<file path="config.mk">
export PLATFORM = sky130hd
export DESIGN_NAME = smb_cfg_slave
export DESIGN_NICKNAME = d
export VERILOG_FILES = /design/src/rtl/smb_cfg_pkg.sv /design/src/rtl/smb_line_sync.sv /design/src/rtl/smb_reg_bank.sv /design/src/rtl/smb_cfg_slave.sv
export SDC_FILE = /design/constraint.sdc
export NUM_CORES = 1
export LEC_CHECK = 0
export ABC_AREA = 1
export BUFFER_PORTS_ARGS = -buffer_cell sky130_fd_sc_hd__buf_2
export CAP_MARGIN = 40
export CORE_MARGIN = 5
export CORE_UTILIZATION = 62
export CTS_BUF_LIST = sky130_fd_sc_hd__clkbuf_8 sky130_fd_sc_hd__clkbuf_16
export DETAILED_ROUTE_END_ITERATION = 10
export PLACE_DENSITY = 0.93
export REMOVE_ABC_BUFFERS = 1
export SLEW_MARGIN = 10
export SYNTH_ARGS = -nofsm -noshare
export SYNTH_HDL_FRONTEND = slang
export SYNTH_SLANG_ARGS = --single-unit
</file>
<file path="constraint.sdc">
create_clock -name clk -period 6.45 [get_ports clk]
set_input_delay 1.29 -clock clk [delete_from_list [all_inputs] [get_ports clk]]
set_output_delay 1.29 -clock clk [all_outputs]
set_load 0.005 [all_outputs]
</file>
<file path="src/rtl/smb_cfg_pkg.sv">
package smb_cfg_pkg;

    typedef enum logic [2:0] {
        ST_IDLE,
        ST_RX,
        ST_ACK,
        ST_TX,
        ST_RACK,
        ST_WAIT
    } smb_state_e;

    typedef enum logic [2:0] {
        ROLE_ADDR,
        ROLE_CMD,
        ROLE_CNT,
        ROLE_DATA,
        ROLE_DONE
    } smb_role_e;

endpackage

</file>
<file path="src/rtl/smb_line_sync.sv">
module smb_line_sync #(
    parameter int STAGES = 2
) (
    input  logic clk,
    input  logic rst_n,
    input  logic scl_i,
    input  logic sda_i,
    output logic sda_lvl,
    output logic scl_rise,
    output logic scl_fall,
    output logic start_evt,
    output logic stop_evt
);
    logic [STAGES-1:0] scl_pipe_q;
    logic [STAGES-1:0] sda_pipe_q;
    logic              scl_prev_q;
    logic              sda_prev_q;
    logic              scl_now;

    // Idle bus is high on both lines, so every stage resets to one.
    always_ff @(posedge clk or negedge rst_n) begin
        if (!rst_n) begin
            scl_pipe_q <= '1;
            sda_pipe_q <= '1;
            scl_prev_q <= 1'b1;
            sda_prev_q <= 1'b1;
        end else begin
            scl_pipe_q <= {scl_pipe_q[STAGES-2:0], scl_i};
            sda_pipe_q <= {sda_pipe_q[STAGES-2:0], sda_i};
            scl_prev_q <= scl_pipe_q[STAGES-1];
            sda_prev_q <= sda_pipe_q[STAGES-1];
        end
    end

    assign scl_now   = scl_pipe_q[STAGES-1];
    assign sda_lvl   = sda_pipe_q[STAGES-1];
    assign scl_rise  = scl_now & ~scl_prev_q;
    assign scl_fall  = ~scl_now & scl_prev_q;
    assign start_evt = scl_now & scl_prev_q & sda_prev_q & ~sda_lvl;
    assign stop_evt  = scl_now & scl_prev_q & ~sda_prev_q & sda_lvl;

endmodule

</file>
<file path="src/rtl/smb_reg_bank.sv">
module smb_reg_bank #(
    parameter int                    NUM_REGS  = 8,
    parameter logic [NUM_REGS*8-1:0] RESET_VAL = '1
) (
    input  logic                  clk,
    input  logic                  rst_n,
    input  logic                  wr_en,
    input  logic [7:0]            wr_idx,
    input  logic [7:0]            wr_data,
    input  logic [7:0]            rd_idx,
    output logic [7:0]            rd_data,
    output logic [NUM_REGS*8-1:0] regs_flat
);
    logic [7:0] regs_q [NUM_REGS];

    for (genvar g = 0; g < NUM_REGS; g++) begin : g_reg
        always_ff @(posedge clk or negedge rst_n) begin
            if (!rst_n) begin
                regs_q[g] <= RESET_VAL[g*8 +: 8];
            end else if (wr_en && (wr_idx == 8'(g))) begin
                regs_q[g] <= wr_data;
            end
        end
        assign regs_flat[g*8 +: 8] = regs_q[g];
    end

    // Offsets past the bank read as zero.
    always_comb begin
        rd_data = 8'h00;
        for (int i = 0; i < NUM_REGS; i++) begin
            if (rd_idx == 8'(i)) begin
                rd_data = regs_q[i];
            end
        end
    end

endmodule

</file>
<file path="src/rtl/smb_cfg_slave.sv">
module smb_cfg_slave
    import smb_cfg_pkg::*;
#(
    parameter int                    NUM_REGS    = 8,
    parameter logic [6:0]            DEV_ADDR    = 7'h69,
    parameter int                    SYNC_STAGES = 2,
    parameter logic [NUM_REGS*8-1:0] RESET_VAL   = '1
) (
    input  logic                  clk,
    input  logic                  rst_n,
    input  logic                  scl_i,
    input  logic                  sda_i,
    output logic                  sda_oe,
    output logic [NUM_REGS*8-1:0] regs_o
);
    localparam logic [7:0] REG_LIMIT = 8'(NUM_REGS);

    typedef struct packed {
        smb_state_e state;
        smb_role_e  role;
        logic [3:0] bit_cnt;
        logic [7:0] shreg;
        logic [7:0] ptr;
        logic       is_read;
        logic       byte_mode;
        logic       cnt_sent;
        logic       master_nack;
        logic       oe;
    } ctl_t;

    localparam ctl_t CTL_RESET = '{
        state:       ST_IDLE,
        role:        ROLE_ADDR,
        bit_cnt:     4'd0,
        shreg:       8'h00,
        ptr:         8'h00,
        is_read:     1'b0,
        byte_mode:   1'b0,
        cnt_sent:    1'b0,
        master_nack: 1'b0,
        oe:          1'b0
    };

    ctl_t       c_q, c_d;
    logic       sda_lvl, scl_rise, scl_fall, start_evt, stop_evt;
    logic       wr_en;
    logic [7:0] rd_data;
    logic [7:0] tx_byte;
    logic [7:0] ptr_inc;
    logic       send_count;
    logic       accept;

    smb_line_sync #(
        .STAGES (SYNC_STAGES)
    ) u_line_sync (
        .clk       (clk),
        .rst_n     (rst_n),
        .scl_i     (scl_i),
        .sda_i     (sda_i),
        .sda_lvl   (sda_lvl),
        .scl_rise  (scl_rise),
        .scl_fall  (scl_fall),
        .start_evt (start_evt),
        .stop_evt  (stop_evt)
    );

    smb_reg_bank #(
        .NUM_REGS  (NUM_REGS),
        .RESET_VAL (RESET_VAL)
    ) u_reg_bank (
        .clk       (clk),
        .rst_n     (rst_n),
        .wr_en     (wr_en),
        .wr_idx    (c_q.ptr),
        .wr_data   (c_q.shreg),
        .rd_idx    (c_q.ptr),
        .rd_data   (rd_data),
        .regs_flat (regs_o)
    );

    // A block read sends the count once, then walks the registers.
    assign send_count = !c_q.byte_mode && !c_q.cnt_sent;
    assign tx_byte    = send_count ? REG_LIMIT : rd_data;
    assign ptr_inc    = c_q.ptr + ((c_q.ptr < REG_LIMIT) ? 8'd1 : 8'd0);

    always_comb begin
        c_d    = c_q;
        wr_en  = 1'b0;
        accept = 1'b0;

        if (start_evt) begin
            c_d.state    = ST_RX;
            c_d.role     = ROLE_ADDR;
            c_d.bit_cnt  = 4'd0;
            c_d.oe       = 1'b0;
            c_d.cnt_sent = 1'b0;
        end else if (stop_evt) begin
            c_d.state = ST_IDLE;
            c_d.oe    = 1'b0;
        end else begin
            case (c_q.state)
                ST_RX: begin
                    if (scl_rise && (c_q.bit_cnt < 4'd8)) begin
                        c_d.shreg   = {c_q.shreg[6:0], sda_lvl};
                        c_d.bit_cnt = c_q.bit_cnt + 4'd1;
                    end else if (scl_fall && (c_q.bit_cnt == 4'd8)) begin
                        case (c_q.role)
                            ROLE_ADDR: begin
                                if (c_q.shreg[7:1] == DEV_ADDR) begin
                                    accept      = 1'b1;
                                    c_d.is_read = c_q.shreg[0];
                                    c_d.role    = ROLE_CMD;
                                end
                            end
                            ROLE_CMD: begin
                                if (c_q.shreg[7]) begin
                                    if ({1'b0, c_q.shreg[6:0]} < REG_LIMIT) begin
                                        accept        = 1'b1;
                                        c_d.byte_mode = 1'b1;
                                        c_d.ptr       = {1'b0, c_q.shreg[6:0]};
                                        c_d.role      = ROLE_DATA;
                                    end
                                end else if (c_q.shreg[6:0] == 7'd0) begin
                                    accept        = 1'b1;
                                    c_d.byte_mode = 1'b0;
                                    c_d.ptr       = 8'd0;
                                    c_d.role      = ROLE_CNT;
                                end
                            end
                            ROLE_CNT: begin
                                accept   = 1'b1;
                                c_d.role = ROLE_DATA;
                            end
                            ROLE_DATA: begin
                                if (c_q.ptr < REG_LIMIT) begin
                                    accept  = 1'b1;
                                    wr_en   = 1'b1;
                                    c_d.ptr = ptr_inc;
                                    if (c_q.byte_mode) begin
                                        c_d.role = ROLE_DONE;
                                    end
                                end
                            end
                            default: accept = 1'b0;
                        endcase
                        c_d.state = accept ? ST_ACK : ST_WAIT;
                        c_d.oe    = accept;
                    end
                end
                ST_ACK: begin
                    if (scl_fall) begin
                        c_d.bit_cnt = 4'd0;
                        if (c_q.is_read) begin
                            c_d.state = ST_TX;
                            c_d.shreg = tx_byte;
                            c_d.oe    = ~tx_byte[7];
                            if (send_count) begin
                                c_d.cnt_sent = 1'b1;
                            end else begin
                                c_d.ptr = ptr_inc;
                            end
                        end else begin
                            c_d.state = ST_RX;
                            c_d.oe    = 1'b0;
                        end
                    end
                end
                ST_TX: begin
                    if (scl_fall) begin
                        if (c_q.bit_cnt == 4'd7) begin
                            c_d.state = ST_RACK;
                            c_d.oe    = 1'b0;
                        end else begin
                            c_d.bit_cnt = c_q.bit_cnt + 4'd1;
                            c_d.shreg   = {c_q.shreg[6:0], 1'b0};
                            c_d.oe      = ~c_q.shreg[6];
                        end
                    end
                end
                ST_RACK: begin
                    if (scl_rise) begin
                        c_d.master_nack = sda_lvl;
                    end else if (scl_fall) begin
                        c_d.bit_cnt = 4'd0;
                        if (c_q.master_nack) begin
                            c_d.state = ST_WAIT;
                            c_d.oe    = 1'b0;
                        end else begin
                            c_d.state = ST_TX;
                            c_d.shreg = tx_byte;
                            c_d.oe    = ~tx_byte[7];
                            if (send_count) begin
                                c_d.cnt_sent = 1'b1;
                            end else begin
                                c_d.ptr = ptr_inc;
                            end
                        end
                    end
                end
                default: ;
            endcase
        end
    end

    always_ff @(posedge clk or negedge rst_n) begin
        if (!rst_n) begin
            c_q <= CTL_RESET;
        end else begin
            c_q <= c_d;
        end
    end

    assign sda_oe = c_q.oe;

endmodule

</file>
After elaboration in Yosys (flattened, before gate mapping)
Index checks and enable logic that the tools add are counted.

Bits in registers: 101. Output and inout port bits: 65. Logic and storage cells: 228. Bits of input ports: 4.

Reductions and logical operators: 35. Muxes and demuxes: 96. Bitwise logic cells: 16. Add/subtract/negate cells: 2. Eq/ne operators: 54. Magnitude comparators: 3.

Operators with widths (count): 2-to-1 mux 8 bit (14); 2-to-1 mux 20 bit (3); one-hot mux 12 bit (4 select lines) (1); 2-to-1 mux 3 bit (15); != test 4 bit, second input constant (11); 2-to-1 mux 1 bit (43); 2-to-1 mux 12 bit (3); != test 3 bit, second input constant (12); equality test 8 x 3 -> 1 bit, second input constant (4); 2-to-1 mux 16 bit (2); 2-to-1 mux 10 bit (3); 2-to-1 mux 27 bit (1); != test 2 bit, second input constant (12); one-hot mux 3 bit (4 select lines) (2); one-hot mux 8 bit (3 select lines) (1); AND reduction 8 bit (3); AND reduction 7 bit (3); equality test 8 x 2 -> 1 bit, second input constant (2); one-hot mux 8 bit (2 select lines) (1); AND reduction 14 bit (1); equality test 3 x 2 -> 1 bit, second input constant (4); 2-to-1 mux 6 bit (2); logical AND 1 bit (11); AND reduction 11 bit (1); 29 further kinds (51).

Logic depth before layout (Yosys ltp)
Gate-level depths: netlist (run 1).

Depth after elaboration: 17. Mapped depth: 16.

Modules after synthesis
Synthesis (run 1) repeated with hierarchy kept, for this count alone.

Cells, all modules: 733. Area, all modules: 5521.5 um2.

Modules (own cells, without submodules): smb_reg_bank (area an instance 3001.6 um2, cells each 357, times used 1, sequential area each 1681.6 um2); smb_cfg_slave (area an instance 2321.0 um2, cells each 359, times used 1, sequential area each 775.7 um2); smb_line_sync (area an instance 198.9 um2, cells each 17, times used 1, sequential area each 157.7 um2).

Worst setup path after synthesis (run 1)
No wires, ideal clock.

Path kind: register to register. Start point: reg with a tool-made name. End point: reg with a tool-made name. Library setup time: 0.083 ns. Cell stages (with the launch flop): 14. Arrival: 1.941 ns. Required time: 6.367 ns. Slack: 4.427 ns. Cells stage by stage: dfrtp_1 > nor2_1 > nand2_2 > nor2_1 > ha_1 > nand2_1 > nor2_1 > nand3_1 > nor2_1 > nand2_1 > xor2_1 > nor3_1 > a21oi_1 > o21ai_0.

==> results of run 1 <==
[layer usage]
| metal | vias to the layer above | wire [µm] | GRT usage |
|---|---|---|---|
| met5 | - | 0 | 0 |
| met4 | 0 | 352 | 0.0987 |
| met3 | 36 | 1310 | 0.0519 |
| met2 | 269 | 6470 | 0.457 |
| met1 | 2250 | 5440 | 0.396 |
| li1 | 2188 | - | - |
[kinds of logic (layout without fill, tap and decap cells)]
| kind of cell | count (synthesis) | after routing | share of synthesized area |
|---|---|---|---|
| flip-flops | 101 | 101 | 0.524 |
| AO/OA/AOI/OAI | 152 | 152 | 0.165 |
| buffers and inverters | 74 | 143 | 0.0562 |
| adder cells (fa/ha/maj) | 4 | 4 | 0.0100 |
| AND/OR/NAND/NOR | 277 | 277 | 0.234 |
| XOR/XNOR | 6 | 6 | 0.0105 |
[worst register-to-register path: stages (launching register included)]
cell and delay (ns):
dfrtp_1 0.45, nor3_1 0.41, inv_1 0.11, nand2_1 0.22, inv_1 0.27, nor2_2 0.41
o211a_1 0.20, nand2_1 0.14, inv_1 0.25, nand2_1 0.09, o21ai_0 0.08
[placed cells by master (no fill, tap or decap), types with 11 or more instances in the layout]
master / netlist / routed
a21oi_1: 31 / 31
buf_2: 2 / 67
dfrtp_1: 31 / 31
dfstp_2: 70 / 70
inv_1: 58 / 58
nand2_1: 164 / 164
nand3_1: 51 / 51
nor2_1: 35 / 35
nor3_1: 11 / 11
o21ai_0: 90 / 90
[where the power goes]
group / leakage [nW] / switching (mW) / internal [mW] / total (mW)
Clock: 0.104 / 0.237 / 0.162 / 0.399
Sequential: 1.12 / 0.0644 / 0.700 / 0.765
Combinational: 1.37 / 0.428 / 0.144 / 0.572
Total: 2.58 / 0.729 / 1.01 / 1.74
[worst paths after layout]
kind	from	to	slack, ns	cells past startpoint
setup / recovery	c_q[29]$_DFFE_PN0P_	register	3.76	10
hold / removal	u_line_sync.sda_pipe_q[0]$_DFF_PN1_	u_line_sync.sda_pipe_q[1]$_DFF_PN1_	0.36	0
setup reg to reg	c_q[29]$_DFFE_PN0P_	register	3.76	10
hold reg to reg	u_line_sync.sda_pipe_q[0]$_DFF_PN1_	u_line_sync.sda_pipe_q[1]$_DFF_PN1_	0.36	0
max in group asynchronous	rst_n	u_reg_bank.regs_flat[35]$_DFFE_PN1P_	4.47	2
min in group asynchronous	rst_n	c_q[4]$_DFFE_PN0P_	0.93	1
[sequential cells by signal, indices dropped and copies added (netlist names), named ones only]
register / flops
c_q: 22
sda_oe: 1
u_line_sync.scl_pipe_q: 2
u_line_sync.scl_prev_q: 1
u_line_sync.sda_pipe_q: 2
u_line_sync.sda_prev_q: 1
u_reg_bank.regs_flat: 64
[area by class of cell]
cell class | count | area (µm²)
Clock buffer | 10 | 138
Clock inverter | 6 | 65.1
Fill cell | 571 | 2160
Inverter | 58 | 218
Multi-Input combinational cell | 439 | 2100
Sequential cell | 101 | 2620
Tap cell | 102 | 128
Timing Repair Buffer | 69 | 350
[through the flow]
stage                     hold WS (ns)  total power [mW]   util
after floorplan                  0.345              1.14      -
after global routing             0.370              1.85  0.722
after global placement           0.347              1.30  0.696
after detailed placement         0.349              1.32  0.696
after CTS                        0.363              1.72  0.722
final                            0.361              1.74  0.722
==> results.sh, run 1 <==
export IMPL_cap_viol_max_count=0
export IMPL_cts_buffer_depth=2
export IMPL_setup_slack_ns=3.76
export IMPL_clkLatencyLatePin_ns=0.38
export IMPL_grt_start_max_net_pins=54
export IMPL_first_global_vias=4490
export IMPL_yosysSeqAreaShare=0.524
export IMPL_crit_arrival_ns=2.99
export IMPL_clkSinkCount=101
export IMPL_setup_viol=0
export IMPL_finalMaxSlewViolations=0
export IMPL_crit_path_end_kind="register"
export IMPL_nets=686
export IMPL_synthesis_area_um2=4990
export IMPL_outcome="finished, final reports clean"
export IMPL_yosysMostFrequentCell="nand2_1"
export IMPL_startpoint_type="register"
export IMPL_rsz0062_at_grt="false"
export IMPL_synth_top_area_frac=0.369
export IMPL_antenna_cells=0
export IMPL_instances_no_fill=785
export IMPL_finalCritPeriodShare=0.418
export IMPL_hold_class="reg2reg"
export IMPL_synthFlopType="dfstp_2"
export IMPL_cts_tree="yes"
export IMPL_viasPerCell=6.04
export IMPL_place_inst=769
export IMPL_postCtsSetupBuffers=0
export IMPL_setup_tns_ns=0
export IMPL_fin_area_um2=5610
export IMPL_die_w_um=99.7
export IMPL_ys_top_cells_by_count="164 x nand2_1, 90 x o21ai_0, 70 x dfstp_2"
export IMPL_pre_cts_ws_ns=3.88
export IMPL_route_detailed_wl_per_inst_um=17.3
export IMPL_drive_gt1_frac=0.236
export IMPL_routed_wl_um=13600
export IMPL_cts_buffers=9
export IMPL_globalplace_congestion=0.906
export IMPL_synth_warning_count=0
export IMPL_worstPathMaxFanout=14
export IMPL_dieArea_um2=9940
export IMPL_dp_hpwl_um=9740
export IMPL_clk_pin_slew_ns=0.10
export IMPL_hold_viol_final=0
export IMPL_fp_row_count=32
export IMPL_dieHeight_um=99.7
export IMPL_root_buffer="clkbuf_8"
export IMPL_overflow=0
export IMPL_synth_area_per_cell_um2=8.13
export IMPL_yosys_top_cells_area="dfstp_2 37%, dfrtp_1 16%, nand2_1 12%, o21ai_0 9.0%, nand3_1 5.1%"
export IMPL_antenna_left=0
export IMPL_h_tree_depth=3
export IMPL_max_freq_ghz=0.371
export IMPL_synth_cell_types=30
export IMPL_setup_worst_path_class="reg2reg"
export IMPL_io_pins=69
export IMPL_ys_ff_latch=101
export IMPL_vdd_drop_max_v=0.000220
export IMPL_portBuffers=68
export IMPL_dr_pass1_iters=5
export IMPL_async_flop_share=1.00
export IMPL_p_per_area_nw_per_um2=309
export IMPL_worst_ep_required_time_ns=6.75
export IMPL_core_um2=7770
export IMPL_cpPeakStageDelay_ns=0.45
export IMPL_hold_buffers=0
export IMPL_slowest_stage="dfrtp_1"
export IMPL_skew_ns=0.0219
export IMPL_cts_resized_gates=0
export IMPL_syn2layout_area_growth_pct=12.4
export IMPL_drt_initial_drc_count=532
export IMPL_fin_crit_ns=2.69
export IMPL_path_cells="nor3_1 -> inv_1 -> nand2_1 -> inv_1 -> nor2_2 -> o211a_1 -> nand2_1 -> inv_1 -> nand2_1 -> o21ai_0"
export IMPL_worst_pin_slew_ns=0.674
export IMPL_synth_top_area_cell="dfstp_2"
export IMPL_synth_edff_count=0
export IMPL_dpl_cell_area_um2=5410
export IMPL_track_usage=0.286
export IMPL_syn_inst=614
export IMPL_initial_utilization=0.643
export IMPL_antenna_found_initial=0
export IMPL_leakagePower_nw=2.58
export IMPL_path_delay_family="simple AND/OR/NAND/NOR gates"
export IMPL_relSlewSlack=0.549
export IMPL_drc_errors=0
export IMPL_via_count=4743
export IMPL_grt_pass1_wl_um=22700
export IMPL_cp_buffers_inverters=3
Note: power is estimated with default switching activity, not from simulation.
==> run 2, diff against run 1 <==
- ABC_AREA: 1 -> 0
- CORE_UTILIZATION: 62 -> 58
- PLACE_DENSITY: 0.93 -> 0.88
- clock period: 6.45 -> 2.55 ns (I/O delays scaled with it)
==> run 2 against run 1 <==
Fmax rose by 9.4%. Setup slack got worse by 3.7 ns. First-iteration DRC count rose by 4.9%. Clock skew fell by 0.011 ns. Largest power group unchanged. Clock power rose to 2.6 times the previous value. Worst hold slack got worse by 0.20 ns. Global-route usage fell by 1.8 points. Area after synthesis rose by 5.2%. Synthesized cell count fell by 22%. Die area rose by 11%. Sequential power rose by 150%. Cell count fell by 13%.
==> results.sh, run 2 <==
export IMPL_die_w_um=105
export IMPL_setup_worst_path_class="reg2reg"
export IMPL_rsz0062_at_grt="false"
export IMPL_track_usage=0.269
export IMPL_max_freq_ghz=0.406
export IMPL_grt_start_max_net_pins=53
export IMPL_grt_pass1_wl_um=23800
export IMPL_syn2layout_area_growth_pct=17.6
export IMPL_finalCritPeriodShare=0.966
export IMPL_path_cells="inv_1 -> ha_1 -> nand2_1 -> or4_4 -> or3_4 -> or3_4 -> mux2_4"
export IMPL_slowest_stage="or4_4"
export IMPL_synth_edff_count=0
export IMPL_portBuffers=68
export IMPL_antenna_cells=0
export IMPL_fin_area_um2=6180
export IMPL_dp_hpwl_um=10300
export IMPL_postLayoutCoreUtil=0.705
export IMPL_hold_class="in2async"
export IMPL_nets=578
export IMPL_hold_viol_final=0
export IMPL_power_mw=4.19
export IMPL_async_flop_share=1.00
export IMPL_final_common_cell="dfstp_2"
export IMPL_largest_reg_flops=64
export IMPL_via_count=4518
export IMPL_route_detailed_wl_per_inst_um=21.9
export IMPL_synth_warning_count=0
export IMPL_hold_buffers=0
export IMPL_ys_top_cells_by_count="70 x dfstp_2, 60 x mux2_2, 39 x nand2_1"
export IMPL_worst_pin_slew_ns=0.663
export IMPL_fin_crit_ns=2.46
export IMPL_vdd_drop_max_v=0.000411
export IMPL_yosysSeqAreaShare=0.498
export IMPL_clkLatencyLatePin_ns=0.38
export IMPL_drc_errors=0
export IMPL_outcome="finished, final reports clean"
export IMPL_yosys_top_cells_area="dfstp_2 35%, dfrtp_1 15%, mux2_2 13%, nand2_1 2.8%, o21ai_0 2.5%"
export IMPL_synthesis_area_um2=5250
export IMPL_first_global_vias=4451
export IMPL_syn_inst=479
export IMPL_h_tree_depth=3
export IMPL_dpl_cell_area_um2=5930
export IMPL_viasPerCell=6.62
export IMPL_cts_buffer_depth=2
export IMPL_cpPeakStageDelay_ns=0.50
export IMPL_hold_ws_ns=0.161
export IMPL_drt_initial_drc_count=558
export IMPL_crit_path_end_kind="register"
export IMPL_worstPathMaxFanout=8
export IMPL_antenna_left=0
export IMPL_setup_viol=0
export IMPL_leakagePower_nw=2.74
export IMPL_clk_pin_slew_ns=0.10
export IMPL_cts_buffers=9
export IMPL_cap_viol_max_count=0
export IMPL_globalplace_congestion=0.945
export IMPL_skew_ns=0.0111
export IMPL_final_cell_mix="70 x dfstp_2, 67 x buf_2, 60 x mux2_2, 43 x buf_4, 39 x nand2_1"
export IMPL_synth_area_per_cell_um2=11.0
export IMPL_antenna_found_initial=0
export IMPL_setup_tns_ns=0
export IMPL_clkSinkCount=101
export IMPL_routed_wl_um=14900
export IMPL_drive_gt1_frac=0.500
export IMPL_worst_ep_required_time_ns=2.86
export IMPL_io_pins=69
export IMPL_core_um2=8760
export IMPL_startpoint_type="register"
export IMPL_fp_row_count=34
export IMPL_yosysMostFrequentCell="dfstp_2"
export IMPL_ys_ff_latch=101
export IMPL_cp_common_cell="or3_4"
export IMPL_dr_pass1_iters=5
export IMPL_dieArea_um2=11100
export IMPL_cts_tree="yes"
export IMPL_p_per_area_nw_per_um2=678
export IMPL_synthFlopType="dfstp_2"
export IMPL_synth_top_area_cell="dfstp_2"
export IMPL_dieHeight_um=105
export IMPL_root_buffer="clkbuf_8"
export IMPL_synth_cell_types=59
export IMPL_finalMaxSlewViolations=0
export IMPL_crit_arrival_ns=2.78
export IMPL_initial_utilization=0.599
export IMPL_synth_top_area_frac=0.350
export IMPL_relSlewSlack=0.558
export IMPL_overflow=0
## run 2: metal layers
metal	vias up	part of all wire	wire length [µm]	GRT usage
met1	2222	0.40	5950	0.357
met4	0	0.040	594	0.109
li1	1933	-	-	-
met3	69	0.087	1310	0.0592
met2	294	0.48	7100	0.428
met5	-	0	0	0
## run 2: report_power, final
group | total [mW] | switching, mW | leakage, nW | internal, mW
combinational | 1.26 | 0.795 | 1.52 | 0.462
sequential | 1.89 | 0.140 | 1.12 | 1.75
clock | 1.04 | 0.611 | 0.103 | 0.432
total | 4.19 | 1.55 | 2.74 | 2.64
## run 2: per-stage QoR
step                std cells  setup slack, ns
finish                    682           0.0862
global route              682          0.00631
CTS                       682          0.00883
detailed placement        665          -0.0783
global placement          665          0.00718
floorplan                 446           -0.214
## run 2: worst paths after layout
path | start | to | slack (ns) | depth (start not counted)
max | c_q[22]$_DFFE_PN0P_ | u_reg_bank.regs_flat[17]$_DFFE_PN1P_ | 0.09 | 7
min | rst_n | c_q[29]$_DFFE_PN0P_ | 0.16 | 1
max reg2reg | c_q[22]$_DFFE_PN0P_ | u_reg_bank.regs_flat[17]$_DFFE_PN1P_ | 0.09 | 7
min reg2reg | u_line_sync.scl_pipe_q[0]$_DFF_PN1_ | u_line_sync.scl_pipe_q[1]$_DFF_PN1_ | 0.36 | 0
max in group asynchronous | rst_n | u_reg_bank.regs_flat[20]$_DFFE_PN1P_ | 1.68 | 2
min in group clk | scl_i | u_line_sync.scl_pipe_q[0]$_DFF_PN1_ | 0.22 | 1
## run 2: area by class of cell
class | instances | area [µm²]
clock buffer | 10 | 149
multi-input combinational | 339 | 2500
tap | 108 | 135
fill | 593 | 2590
timing repair buffer | 113 | 701
clock inverter | 5 | 53.8
sequential | 101 | 2620
inverter | 6 | 22.5
## run 2: logic make-up after synthesis
family	Yosys count	share of synthesized area
and+or+nand+nor	149	0.152
AOI/OAI and AO/OA	107	0.135
DFF	101	0.498
muxes	78	0.173
buffers and inverters	39	0.0305
adders and majority gates	4	0.00953
xor gates and xnor gates	1	0.00167
## run 2: worst max-delay path: cells and delay by family (launching register included)
kind / cells / cell delay [ns]
AND/OR/NAND/NOR: 4 / 1.40
flip-flops: 1 / 0.42
multiplexers: 1 / 0.33
adder cells (fa/ha/maj): 1 / 0.15
buffers and inverters: 1 / 0.08
## run 2: timing repair
action,4_1_cts,5_1_grt
resized for setup,3,5
setup buffers,2,0
gates cloned,0,0
endpoints found under the setup margin,16,24
pin swaps,1,1
